`config.mk`:
```
export PLATFORM = sky130hd
export DESIGN_NAME = presettable_counter
export DESIGN_NICKNAME = d
export VERILOG_FILES = /design/src/rtl/pcnt_pkg.sv /design/src/rtl/pcnt_ctl.sv /design/src/rtl/pcnt_next.sv /design/src/rtl/pcnt_reg.sv /design/src/rtl/pcnt_carry.sv /design/src/rtl/presettable_counter.sv
export SDC_FILE = /design/constraint.sdc
export NUM_CORES = 1
export LEC_CHECK = 0
export ABC_AREA = 1
export BUFFER_PORTS_ARGS = -buffer_cell sky130_fd_sc_hd__buf_2
export CAP_MARGIN = 30
export CORE_AREA = 2 2 39 41
export CTS_CLUSTER_DIAMETER = 200
export DETAILED_ROUTE_END_ITERATION = 10
export DIE_AREA = 0 0 41 43
export PLACE_DENSITY = 0.41
export SYNTH_ARGS = -nofsm -noshare
export SYNTH_HDL_FRONTEND = slang
export SYNTH_SLANG_ARGS = --single-unit
```
`constraint.sdc`:
```
create_clock -name clk -period 2.2 [get_ports clk]
set_clock_uncertainty 0.05 [all_clocks]
set_input_delay 0.22 -clock clk [delete_from_list [all_inputs] [get_ports clk]]
set_output_delay 0.22 -clock clk [all_outputs]
set_load 0.02 [all_outputs]
```
`src/rtl/pcnt_pkg.sv`:
```
// Shared types for the presettable counter.
// Assumes: one operation is chosen per clock edge.
package pcnt_pkg;

    // Operation applied to the count at the next rising edge.
    typedef enum logic [1:0] {
        OP_HOLD  = 2'd0,
        OP_COUNT = 2'd1,
        OP_LOAD  = 2'd2,
        OP_CLEAR = 2'd3
    } pcnt_op_e;

endpackage

```
`src/rtl/pcnt_ctl.sv`:
```
// Control decoder: turns reset, load and both enables into one operation.
// Fixed priority: clear, then load, then count, otherwise hold.
// Assumes: all inputs are synchronous to the counter clock.
module pcnt_ctl
    import pcnt_pkg::*;
(
    input  logic     rst_n,
    input  logic     load_n,
    input  logic     cnt_en_p,
    input  logic     cnt_en_t,
    output pcnt_op_e op
);

    // Pick the operation by priority.
    always_comb begin
        if (!rst_n)
            op = OP_CLEAR;
        else if (!load_n)
            op = OP_LOAD;
        else if (cnt_en_p && cnt_en_t)
            op = OP_COUNT;
        else
            op = OP_HOLD;
    end

endmodule

```
`src/rtl/pcnt_next.sv`:
```
// Next-state datapath: computes the value the register takes at the edge.
// Assumes: the operation comes from pcnt_ctl; the increment wraps modulo 2**WIDTH.
module pcnt_next
    import pcnt_pkg::*;
#(
    parameter int WIDTH = 4
) (
    input  pcnt_op_e         op,
    input  logic [WIDTH-1:0] cur,
    input  logic [WIDTH-1:0] preset,
    output logic [WIDTH-1:0] nxt
);

    localparam logic [WIDTH-1:0] ONE = WIDTH'(1);

    // Select the next count from the operation.
    always_comb begin
        case (op)
            OP_CLEAR: nxt = '0;
            OP_LOAD:  nxt = preset;
            OP_COUNT: nxt = cur + ONE;
            default:  nxt = cur;
        endcase
    end

endmodule

```
`src/rtl/pcnt_reg.sv`:
```
// Count register. ASYNC_RST picks whether rst_n clears it at once
// or at the next rising edge.
// Assumes: rst_n is glitch-free when ASYNC_RST is set.
module pcnt_reg #(
    parameter int WIDTH     = 4,
    parameter bit ASYNC_RST = 1'b0
) (
    input  logic             clk,
    input  logic             rst_n,
    input  logic [WIDTH-1:0] d,
    output logic [WIDTH-1:0] q
);

    generate
        if (ASYNC_RST) begin : g_async
            // Clear immediately on reset, otherwise take the next value.
            always_ff @(posedge clk or negedge rst_n) begin
                if (!rst_n) q <= '0;
                else        q <= d;
            end
        end else begin : g_sync
            // Clear on the edge while reset is low, otherwise take the next value.
            always_ff @(posedge clk) begin
                if (!rst_n) q <= '0;
                else        q <= d;
            end
        end
    endgenerate

endmodule

```
`src/rtl/pcnt_carry.sv`:
```
// Terminal-count flag: high when enable T is high and every count bit is one.
// Assumes: cur comes straight from the register; the output is combinational.
module pcnt_carry #(
    parameter int WIDTH = 4
) (
    input  logic [WIDTH-1:0] cur,
    input  logic             cnt_en_t,
    output logic             tc
);

    localparam logic [WIDTH-1:0] TERMINAL = '1;

    // Flag the terminal state, gated by enable T only.
    always_comb tc = cnt_en_t && (cur == TERMINAL);

endmodule

```
`src/rtl/presettable_counter.sv`:
```
// Presettable up-counter with two count enables and a terminal-count flag.
// Top level: connects the decoder, datapath, register and carry logic.
// Assumes: single clock domain; cnt_en_t of a later stage is driven by tc_out.
module presettable_counter
    import pcnt_pkg::*;
#(
    parameter int WIDTH     = 4,
    parameter bit ASYNC_RST = 1'b0
) (
    input  logic             clk,
    input  logic             rst_n,
    input  logic             load_n,
    input  logic [WIDTH-1:0] preset,
    input  logic             cnt_en_p,
    input  logic             cnt_en_t,
    output logic [WIDTH-1:0] count,
    output logic             tc_out
);

    pcnt_op_e         op;
    logic [WIDTH-1:0] nxt;

    pcnt_ctl u_ctl (
        .rst_n    (rst_n),
        .load_n   (load_n),
        .cnt_en_p (cnt_en_p),
        .cnt_en_t (cnt_en_t),
        .op       (op)
    );

    pcnt_next #(.WIDTH(WIDTH)) u_next (
        .op     (op),
        .cur    (count),
        .preset (preset),
        .nxt    (nxt)
    );

    pcnt_reg #(.WIDTH(WIDTH), .ASYNC_RST(ASYNC_RST)) u_reg (
        .clk   (clk),
        .rst_n (rst_n),
        .d     (nxt),
        .q     (count)
    );

    pcnt_carry #(.WIDTH(WIDTH)) u_carry (
        .cur      (count),
        .cnt_en_t (cnt_en_t),
        .tc       (tc_out)
    );

endmodule

```
==> flow_metrics.env <==
export IMPL_status="finished, final reports clean"
export IMPL_ys_top_cells_by_area="dfxtp_1 34%, nand3_1 25%, nand2_1 16%"
export IMPL_ant_nets=0
export IMPL_syn_instance_count=37
export IMPL_regMostFlops="u_reg.q"
export IMPL_antenna_found_initial=0
export IMPL_drtIter0Drc=1
export IMPL_min_period_ns=1.420
export IMPL_synth_adder_area_share_pct=5.263
export IMPL_fillers=158
export IMPL_cp_data_arrival_time_ns=1.15
export IMPL_worst_setup_path_type="reg2out"
export IMPL_synth_ff_type="dfxtp_1"
export IMPL_die_w_um=41
export IMPL_finalInstanceArea_um2=345.3
export IMPL_areaGrowthSynthToFinish_pct=45.26
export IMPL_grt_pass1_wl_um=986
export IMPL_hold_slack_ns=0.1901
export IMPL_grt_pass1_vias=253
export IMPL_cts_tree="yes"
export IMPL_antenna_diode_count=0
export IMPL_grt_usage_pct=9.018
export IMPL_synth_top_family_by_area="simple AND/OR/NAND/NOR gates"
export IMPL_worst_path_buf_inv=1
export IMPL_yosysSeqAreaShare_pct=33.68
export IMPL_leakage_nw=0.1875
export IMPL_hold_viol_final=0
export IMPL_die_area_mm2=0.001763
export IMPL_fp_coreArea_mm2=0.001384
export IMPL_yosys_warnings=0
export IMPL_cts_root_buffer="clkbuf_4"
export IMPL_largest_register_ffs=4
export IMPL_top_regs="u_reg.q x4"
export IMPL_p_switching_mw=0.05458
export IMPL_cp_required_ns=1.93
export IMPL_io_pins=14
export IMPL_synth_mux_area_share_pct=0
export IMPL_startpoint_type="flop"
export IMPL_hold_buffers=0
export IMPL_finalSetupTns_ns=0
export IMPL_setup_violations=0
export IMPL_clock_path_buffers=2
export IMPL_relSlewSlack_pct=87.45
export IMPL_seqPwrFrac_pct=40.5
export IMPL_numCtsBuffers=3
export IMPL_synth_area_leader_cell="dfxtp_1"
export IMPL_synthXorXnorAreaFrac_pct=0
export IMPL_final_nets=65
export IMPL_start_util_pct=17.18
export IMPL_worstMarginPinSlew_ns=0.1880
export IMPL_netSwitchingFraction_pct=26.25
export IMPL_syn_area_per_cell_um2=6.425
export IMPL_post_route_util_pct=24.95
export IMPL_post_cts_buffers=0
export IMPL_overflow=0
export IMPL_die_h_um=43
export IMPL_final_layout_size_suffix_gt1_share_pct=35.85
export IMPL_fin_cells=69
export IMPL_intPower_mw=0.1533
export IMPL_cts_resized=0
export IMPL_clock_sinks=4
export IMPL_vias=297
export IMPL_place_area_um2=322.8
export IMPL_ys_top_cells_by_count="12 x nand3_1, 10 x nand2_1, 4 x dfxtp_1, 4 x inv_1"
export IMPL_cts_htree_levels=1
export IMPL_drt_wl_total_um=630
export IMPL_cp_slowest_cell="dfxtp_1"
export IMPL_slew_violations=0
export IMPL_power_density_mw_per_mm2=602.0
export IMPL_pwr_share_clk_pct=42.8
export IMPL_synth_top_area_share_pct=33.68
export IMPL_yosys_area_share_simple_pct=53.16
export IMPL_placed_cells=66
export IMPL_portBuffers=13
export IMPL_cp_top_family="flip-flops"
export IMPL_fin_crit_sh_pct=64.56
export IMPL_synth_area_um2=237.7
export IMPL_synth_compound_area_share_pct=0
export IMPL_max_freq_mhz=704.0
export IMPL_via_per_inst=4.304
export IMPL_cp_slowest_stage_delay_ns=0.40
export IMPL_synth_edf_count=0
export IMPL_end_kind="primary output"
export IMPL_synth_nets=47
export IMPL_drv_cap=0
export IMPL_hold_path_class="in2reg"
export IMPL_wire_per_inst_um=9.130
export IMPL_path_cells="ha_1, nand2_1, nor2_1, buf_2"
export IMPL_place_congestion=0.6403
export IMPL_drc=0
export IMPL_ys_types=11
export IMPL_yosysMostFrequentCell="nand3_1"
export IMPL_worstSkewPairLatency_ns=0.23
export IMPL_rsz0062_at_grt="no"
export IMPL_crit_fanout=6
export IMPL_ys_seq_elements=4
export IMPL_dr_pass1_iters=2
export IMPL_async_flop_share_pct=0
export IMPL_ir_drop_mv=0.1679
export IMPL_grt_max_degree=7
export IMPL_p_comb_share_pct=16.7
export IMPL_cts_clk_slew_worst_paths_ns=0.03
export IMPL_hpwl_um=519.8
export IMPL_rows=14
==> worst min-delay path, stage by stage <==
cell	delay (ns)
buf_2	0.08
nand3_1	0.07
nand3_1	0.07
==> final timing paths <==
kind / startpoint / slack, ns / cells past startpoint / to
worst min register to register: u_reg.q[1]$_SDFFE_PN0P_ / 0.47 / 2 / u_reg.q[1]$_SDFFE_PN0P_
worst max register to register: u_reg.q[0]$_SDFFE_PN0P_ / 1.14 / 4 / u_reg.q[2]$_SDFFE_PN0P_
worst min-delay path: preset[1] / 0.19 / 3 / u_reg.q[1]$_SDFFE_PN0P_
worst max-delay path: u_reg.q[0]$_SDFFE_PN0P_ / 0.78 / 4 / tc_out
==> cells in the final DEF, fill, tap and decap left out, drive strengths merged <==
cell    synthesis  routed
or2             1       1
nand3          12      12
nand2          11      11
buf             0      13
clkbuf          0       3
nand4           1       1
nor2            2       2
dfxtp           4       4
ha              1       1
inv             5       5
==> power groups by stage <==
stage | Combinational (mW) | Clock [mW] | Sequential [mW]
2_1_floorplan | 0.0129 | 0 | 0.0902
3_3_place_gp | 0.0354 | 0 | 0.0853
3_5_place_dp | 0.0350 | 0 | 0.0858
6_report | 0.0346 | 0.0891 | 0.0842
5_1_grt | 0.0389 | 0.101 | 0.0853
4_1_cts | 0.0351 | 0.0961 | 0.0846
==> cell families (layout without fill, tap and decap cells) <==
family,count (synthesis),in the layout
adders and majority gates,1,1
buffers and inverters,5,21
DFF,4,4
and+or+nand+nor,27,27
==> through the flow <==
stage	setup slack, ns	power (mW)
detailed placement	1.004	0.1208
global route	0.6332	0.2248
floorplan	0.8572	0.1032
finish	0.7796	0.2079
global placement	1.040	0.1207
CTS	0.7429	0.2158
==> final cells by class <==
type	count	area [um2]	share of cell area, %
clock buffers	3	22.52	6.522
inverters	5	18.77	5.435
multi-input cells	28	138.9	40.22
flip-flops and latches	4	80.08	23.19
well taps	16	20.02	5.797
repair buffers	13	65.06	18.84
==> per-layer routing <==
metal | vias up | global-route usage (%) | part of all wire, %
met5 | - | 0 | 0
met4 | 0 | 6.000 | 2.2
met3 | 2 | 6.283 | 5.7
met2 | 8 | 13.13 | 48
met1 | 129 | 8.626 | 44
li1 | 158 | - | -
Power figures use the tool's default switching activity.
